[config.mk]
export PLATFORM = sky130hd
export DESIGN_NAME = smb_cmd_slave
export DESIGN_NICKNAME = d
export VERILOG_FILES = /design/src/rtl/smb_pkg.sv /design/src/rtl/smb_line_sync.sv /design/src/rtl/smb_regfile.sv /design/src/rtl/smb_slave_fsm.sv /design/src/rtl/smb_cmd_slave.sv
export SDC_FILE = /design/constraint.sdc
export NUM_CORES = 1
export LEC_CHECK = 0
export ABC_AREA = 1
export BUFFER_PORTS_ARGS = -buffer_cell sky130_fd_sc_hd__buf_2
export CORE_MARGIN = 1.5
export CORE_UTILIZATION = 35
export CTS_CLUSTER_SIZE = 24
export DETAILED_ROUTE_END_ITERATION = 10
export SETUP_SLACK_MARGIN = 0.15
export SYNTH_ARGS = -nofsm -noshare
export SYNTH_HDL_FRONTEND = slang
export SYNTH_HIERARCHICAL = 1
export SYNTH_SLANG_ARGS = --single-unit
[constraint.sdc]
create_clock -name clk -period 2.42 [get_ports clk]
set_clock_uncertainty 0.05 [all_clocks]
set_input_delay 0.484 -clock clk [delete_from_list [all_inputs] [get_ports clk]]
set_output_delay 0.484 -clock clk [all_outputs]
set_load 0.01 [all_outputs]
[src/rtl/smb_pkg.sv]
package smb_pkg;
   localparam int BYTE_W = 8;

   typedef enum logic [2:0] {
      ST_IDLE,
      ST_RX,
      ST_RX_ACK,
      ST_TX,
      ST_TX_ACK
   } smb_state_e;

   typedef enum logic [1:0] {
      ROLE_ADDR,
      ROLE_CMD,
      ROLE_COUNT,
      ROLE_DATA
   } smb_role_e;

   typedef struct packed {
      logic scl;
      logic sda;
      logic scl_rise;
      logic scl_fall;
      logic start;
      logic stop;
   } smb_evt_t;
endpackage

[src/rtl/smb_line_sync.sv]
module smb_line_sync
   import smb_pkg::*;
#(
   parameter int STAGES = 2
) (
   input  logic     clk,
   input  logic     rst_n,
   input  logic     scl_in,
   input  logic     sda_in,
   output smb_evt_t evt
);
   localparam int LINES = 2;

   logic [LINES-1:0]              raw;
   logic [LINES-1:0][STAGES-1:0]  pipe;
   logic [LINES-1:0]              cur;
   logic [LINES-1:0]              prev;

   assign raw = {sda_in, scl_in};

   generate
      for (genvar li = 0; li < LINES; li++) begin : g_line
         always_ff @(posedge clk) begin
            if (!rst_n) begin
               pipe[li] <= '1;
               prev[li] <= 1'b1;
            end else begin
               pipe[li] <= {pipe[li][STAGES-2:0], raw[li]};
               prev[li] <= pipe[li][STAGES-1];
            end
         end
         assign cur[li] = pipe[li][STAGES-1];
      end
   endgenerate

   always_comb begin
      evt.scl      = cur[0];
      evt.sda      = cur[1];
      evt.scl_rise = cur[0] & ~prev[0];
      evt.scl_fall = ~cur[0] & prev[0];
      evt.start    = cur[0] & prev[0] & prev[1] & ~cur[1];
      evt.stop     = cur[0] & prev[0] & ~prev[1] & cur[1];
   end
endmodule

[src/rtl/smb_regfile.sv]
module smb_regfile #(
   parameter int AW = 4,
   parameter int DW = 8
) (
   input  logic          clk,
   input  logic          rst_n,
   input  logic          we,
   input  logic [AW-1:0] waddr,
   input  logic [DW-1:0] wdata,
   input  logic [AW-1:0] raddr_a,
   output logic [DW-1:0] rdata_a,
   input  logic [AW-1:0] raddr_b,
   output logic [DW-1:0] rdata_b
);
   localparam int DEPTH = 1 << AW;

   logic [DW-1:0]    mem [DEPTH];
   logic [DEPTH-1:0] sel;

   generate
      for (genvar e = 0; e < DEPTH; e++) begin : g_entry
         assign sel[e] = we && (waddr == AW'(e));
         always_ff @(posedge clk) begin
            if (!rst_n)
               mem[e] <= '0;
            else if (sel[e])
               mem[e] <= wdata;
         end
      end
   endgenerate

   assign rdata_a = mem[raddr_a];
   assign rdata_b = mem[raddr_b];
endmodule

[src/rtl/smb_slave_fsm.sv]
module smb_slave_fsm
   import smb_pkg::*;
#(
   parameter int         AW      = 4,
   parameter logic [4:0] ADDR_HI = 5'b10111
) (
   input  logic              clk,
   input  logic              rst_n,
   input  smb_evt_t          evt,
   input  logic [1:0]        strap,
   output logic              drive,
   output logic              we,
   output logic [AW-1:0]     waddr,
   output logic [BYTE_W-1:0] wdata,
   output logic [AW-1:0]     ptr,
   input  logic [BYTE_W-1:0] rd_data
);
   localparam int CW = $clog2(BYTE_W + 1);
   localparam logic [CW-1:0] FULL = CW'(BYTE_W);

   smb_state_e        state;
   smb_role_e         role;
   logic [CW-1:0]     bitcnt;
   logic [BYTE_W-1:0] rx_sh;
   logic [BYTE_W-1:0] tx_sh;
   logic [BYTE_W-1:0] remain;
   logic              block;
   logic              rw;
   logic              master_ack;
   logic              addr_hit;

   assign addr_hit = (rx_sh[7:1] == {ADDR_HI, strap});

   always_ff @(posedge clk) begin
      if (!rst_n) begin
         state      <= ST_IDLE;
         role       <= ROLE_ADDR;
         bitcnt     <= '0;
         rx_sh      <= '0;
         tx_sh      <= '0;
         remain     <= '0;
         block      <= 1'b0;
         rw         <= 1'b0;
         master_ack <= 1'b0;
         drive      <= 1'b0;
         ptr        <= '0;
         we         <= 1'b0;
         waddr      <= '0;
         wdata      <= '0;
      end else begin
         we <= 1'b0;
         if (evt.stop) begin
            state <= ST_IDLE;
            drive <= 1'b0;
         end else if (evt.start) begin
            state  <= ST_RX;
            role   <= ROLE_ADDR;
            bitcnt <= '0;
            drive  <= 1'b0;
         end else begin
            case (state)
               ST_RX: begin
                  if (evt.scl_rise && bitcnt < FULL) begin
                     rx_sh  <= {rx_sh[BYTE_W-2:0], evt.sda};
                     bitcnt <= bitcnt + 1'b1;
                  end else if (evt.scl_fall && bitcnt == FULL) begin
                     case (role)
                        ROLE_ADDR: begin
                           if (addr_hit) begin
                              rw    <= rx_sh[0];
                              role  <= ROLE_CMD;
                              drive <= 1'b1;
                              state <= ST_RX_ACK;
                           end else begin
                              state <= ST_IDLE;
                           end
                        end
                        ROLE_CMD: begin
                           ptr   <= rx_sh[AW-1:0];
                           block <= rx_sh[7];
                           role  <= rx_sh[7] ? ROLE_COUNT : ROLE_DATA;
                           drive <= 1'b1;
                           state <= ST_RX_ACK;
                        end
                        ROLE_COUNT: begin
                           remain <= rx_sh;
                           role   <= ROLE_DATA;
                           drive  <= 1'b1;
                           state  <= ST_RX_ACK;
                        end
                        default: begin
                           if (block && remain == '0) begin
                              state <= ST_IDLE;
                           end else begin
                              we    <= 1'b1;
                              waddr <= ptr;
                              wdata <= rx_sh;
                              ptr   <= ptr + 1'b1;
                              if (block)
                                 remain <= remain - 1'b1;
                              drive <= 1'b1;
                              state <= ST_RX_ACK;
                           end
                        end
                     endcase
                  end
               end
               ST_RX_ACK: begin
                  if (evt.scl_fall) begin
                     if (rw) begin
                        drive  <= ~rd_data[BYTE_W-1];
                        tx_sh  <= {rd_data[BYTE_W-2:0], 1'b0};
                        bitcnt <= CW'(1);
                        state  <= ST_TX;
                     end else begin
                        drive  <= 1'b0;
                        bitcnt <= '0;
                        state  <= ST_RX;
                     end
                  end
               end
               ST_TX: begin
                  if (evt.scl_fall) begin
                     if (bitcnt < FULL) begin
                        drive  <= ~tx_sh[BYTE_W-1];
                        tx_sh  <= {tx_sh[BYTE_W-2:0], 1'b0};
                        bitcnt <= bitcnt + 1'b1;
                     end else begin
                        drive <= 1'b0;
                        ptr   <= ptr + 1'b1;
                        state <= ST_TX_ACK;
                     end
                  end
               end
               ST_TX_ACK: begin
                  if (evt.scl_rise) begin
                     master_ack <= ~evt.sda;
                  end else if (evt.scl_fall) begin
                     if (master_ack) begin
                        drive  <= ~rd_data[BYTE_W-1];
                        tx_sh  <= {rd_data[BYTE_W-2:0], 1'b0};
                        bitcnt <= CW'(1);
                        state  <= ST_TX;
                     end else begin
                        state <= ST_IDLE;
                     end
                  end
               end
               default: ;
            endcase
         end
      end
   end


   sda_hold_chk: assert property (@(posedge clk) disable iff (!rst_n)
      (evt.scl && $past(evt.scl)) |-> $stable(drive));


   stop_release_chk: assert property (@(posedge clk) disable iff (!rst_n)
      evt.stop |=> !drive);


   idle_quiet_chk: assert property (@(posedge clk) disable iff (!rst_n)
      (state == ST_IDLE) |-> !drive);


   ack_window_chk: assert property (@(posedge clk) disable iff (!rst_n)
      drive |-> (state == ST_RX_ACK || state == ST_TX));


   write_on_ack_chk: assert property (@(posedge clk) disable iff (!rst_n)
      we |-> (state == ST_RX_ACK && drive));


   restart_chk: assert property (@(posedge clk) disable iff (!rst_n)
      (evt.start && !evt.stop) |=> (state == ST_RX && bitcnt == '0 && !drive));
endmodule

[src/rtl/smb_cmd_slave.sv]
module smb_cmd_slave
   import smb_pkg::*;
#(
   parameter int         REG_AW      = 4,
   parameter int         SYNC_STAGES = 2,
   parameter logic [4:0] DEV_ADDR_HI = 5'b10111
) (
   input  logic              clk,
   input  logic              rst_n,
   input  logic              scl_in,
   input  logic              sda_in,
   input  logic [1:0]        strap_lo,
   output logic              sda_pull_low,
   input  logic [REG_AW-1:0] host_addr,
   output logic [7:0]        host_data
);
   generate
      if (SYNC_STAGES < 2) begin : g_bad_sync
         $error("SYNC_STAGES must be at least 2");
      end
      if (REG_AW < 1 || REG_AW > 7) begin : g_bad_aw
         $error("REG_AW must lie between 1 and 7");
      end
   endgenerate

   smb_evt_t          evt;
   logic              wr_en;
   logic [REG_AW-1:0] wr_addr;
   logic [BYTE_W-1:0] wr_data;
   logic [REG_AW-1:0] cur_ptr;
   logic [BYTE_W-1:0] ptr_data;

   smb_line_sync #(.STAGES(SYNC_STAGES)) u_sync (
      .clk    (clk),
      .rst_n  (rst_n),
      .scl_in (scl_in),
      .sda_in (sda_in),
      .evt    (evt)
   );

   smb_slave_fsm #(.AW(REG_AW), .ADDR_HI(DEV_ADDR_HI)) u_fsm (
      .clk     (clk),
      .rst_n   (rst_n),
      .evt     (evt),
      .strap   (strap_lo),
      .drive   (sda_pull_low),
      .we      (wr_en),
      .waddr   (wr_addr),
      .wdata   (wr_data),
      .ptr     (cur_ptr),
      .rd_data (ptr_data)
   );

   smb_regfile #(.AW(REG_AW), .DW(BYTE_W)) u_regs (
      .clk     (clk),
      .rst_n   (rst_n),
      .we      (wr_en),
      .waddr   (wr_addr),
      .wdata   (wr_data),
      .raddr_a (cur_ptr),
      .rdata_a (ptr_data),
      .raddr_b (host_addr),
      .rdata_b (host_data)
   );
endmodule

==> summary.txt <==
Clock network
  • Num CTS Buffers: 17
  • Clock H-tree levels: 4
  • Clk pin slew, worst setup/hold paths: around 70 ps
  • Later-pin clock latency in the skew report: about 440 ps
  • CTS sink count: 187
  • CTS tree: done
  • Clock Path Buffers: 2
  • Post-CTS setup buffer count: 0
  • CTS Root Cell: clkbuf_16

Pwr
  • Max VDD drop: 0.000410 V
  • LEAKAGE: 0.00514 uW
  • Power per cell area: 585 nW/um^2

Run
  • MaxCap Viol Count: 0

Routing
  • Remaining antenna violation count after routing: 0
  • Routed length per placed instance: 16.8 microns
  • Drt first pass iters: 6
  • Vias: 9866
  • DR vias/cell: ~5.1
  • WL final: about 32000 microns
  • Drt drc: 0
  • Initial DRC Count: 1253

GRT
  • Gr ovfl total: 0
  • Initial antenna violation count: 0
  • First-pass GRT wire length: 50800 microns
  • Vias in the first global route: ~9000
  • Overall Global Routing Usage: 20.8%
  • Largest net degree at the start of global routing: 69

Placed design
  • Dpl hpwl: 22300 microns
  • DP Cell Count: 1897
  • Port-buffer cells: 18
  • Dpl ws: 312 ps
  • Placed Area: 11500 sq um
  • Routability cong.: approximately 0.91

Setup path
  • Worst endpoint required time: 1890 ps
  • Type of destination of the critical path: output pin
  • R2R setup slack: 310 ps
  • Kind of cell adding the most delay to the critical path: buffers and inverters
  • Crit path largest cell delay: ~270 ps
  • Peak fanout along the critical path: 64
  • CP Data Arrival Time: 1610 ps
  • Setup crit start kind: primary input
  • Cells along the critical path: buf_2 > buf_12 > nand2_1 > nand3_1 > nand3_1 > nand3_1 > nand2_1 > buf_2
  • Worst Setup SP: host_addr[0]
  • WP buf/inv: 3
  • Reg2reg start: u_fsm/ptr[0]$_SDFFE_PN0P_
  • Most used cell, CP: nand3_1
  • Critical path type: primary input to output pin
  • CP max-delay cell: buf_12

STA
  • TNS Setup: 0 ps
  • Fin. Hold Viols: 0
  • Unrepaired setup endpoints after global routing: no
  • Final worst-path cycle share: 88.5%
  • Fin crit period: 2140 ps
  • Final setup viols: 0
  • Setup ws final: 278 ps
  • Max_slew headroom: 39.6%
  • Slew @ Worst Pin: 905 ps
  • Worst Hold Slack: ~170 ps
  • Slew Viols, Final: 0
  • F_max: 467 MHz

Logic synthesis
  • Syn. warnings: 6
  • Synthesized area: 10800 sq um
  • Syn avg cell area: 7.12 sq um
  • Syn Nets: around 1500
  • Mapped Cells: 1515

Die
  • Core area: 30400 sq um
  • Top Ports: 19
  • Die Ht: 179 microns
  • Rows: 64
  • Initial Util: 35.5%
  • Chip width: 179 microns
  • DIE AREA: 31900 sq um

Finish
  • Fill count: 3181
  • Antenna cells: 0
  • Synthesis-to-finish area growth: 11.4%
  • Sequential Area: between 5000 and 6000 sq um
  • Post-layout nets: roughly 1500
  • Non-filler cells, final: around 1900
  • Multi-input logic area: 4690 sq um
  • Share of layout cells above drive strength 1: under 10%
  • Final Cell Area: 12000 sq um

Min path
  • Hold WC Path Type: primary input to register
  • HP Start: scl_in

Status
  • Outcome: finished, final reports clean
-- where the power goes --
part / leakage, uW / switching, uW / total (uW) / internal (uW)
registers: 0.00169 / 51.1 / 3580 / 3530
logic: 0.00317 / 494 / 717 / 224
clock network: 0.000282 / 1310 / 2730 / 1420
total: 0.00514 / 1860 / 7030 / 5170
-- tightest hold or removal path: stages --
cell	delay, ps
buf_2	70
inv_1	30
nand2_1	40
-- what timing repair did --
item / 4_1_cts / 5_1_grt
resized for setup: 0 / 2
endpoints found under the setup margin: 0 / 21
hold endpoints to repair: 0 / 0
hold buffers: 0 / 0
-- metrics by stage --
step | util [%] | power (uW)
after global routing | 39.5 | 7310
after global placement | 37.6 | 4350
after floorplan | - | 4120
final | 39.5 | 7030
after CTS | 39.5 | 7080
after detailed placement | 37.6 | 4360
-- routing by layer --
| metal | track usage [%] | part of all wire (%) | vias to the layer above |
|---|---|---|---|
| met5 | 0 | 0 | - |
| met4 | 7.01 | 2.5 | 0 |
| met3 | 3.03 | 7.0 | 46 |
| met2 | 32.2 | 45 | 415 |
| met1 | 29.5 | 46 | 4547 |
| li1 | - | - | 4858 |
-- sequential cells by signal (all words and copies together) (netlist names), 4 cells and up --
register,flops
u_fsm/ptr,4
u_regs/mem,128
u_fsm/remain,8
u_fsm/wdata,8
u_fsm/rx_sh,8
u_fsm/tx_sh,7
u_fsm/bitcnt,4
u_fsm/waddr,4
-- placed cells by master, fill, tap and decap left out, types with 23 or more instances in the layout --
master	n
dfxtp_1	58
nand3_1	266
nor2_1	227
buf_4	34
nand2_1	410
o21ai_0	32
inv_1	193
a21oi_1	24
o21ai_1	23
edfxtp_1	128
-- final timing paths --
kind | to | cells past startpoint
worst max register to register | u_fsm/tx_sh[2]$_SDFFE_PN0P_ | 11
worst min register to register | u_sync/evt[4]$_SDFF_PN1_ | 2
worst min-delay path | u_sync/pipe[0]$_SDFF_PN1_ | 3
worst max-delay path | host_data[5] | 8
-- area by class of cell --
type                       instances  share of cell area, %
clock inverter                    12                  0.833
multi-input combinational       1052                   39.0
sequential                       187                   41.8
tap                              396                   4.12
inverter                         203                   6.34
clock buffer                      20                   3.81
timing repair buffer              59                   4.04
Power figures use the tool's default switching activity.
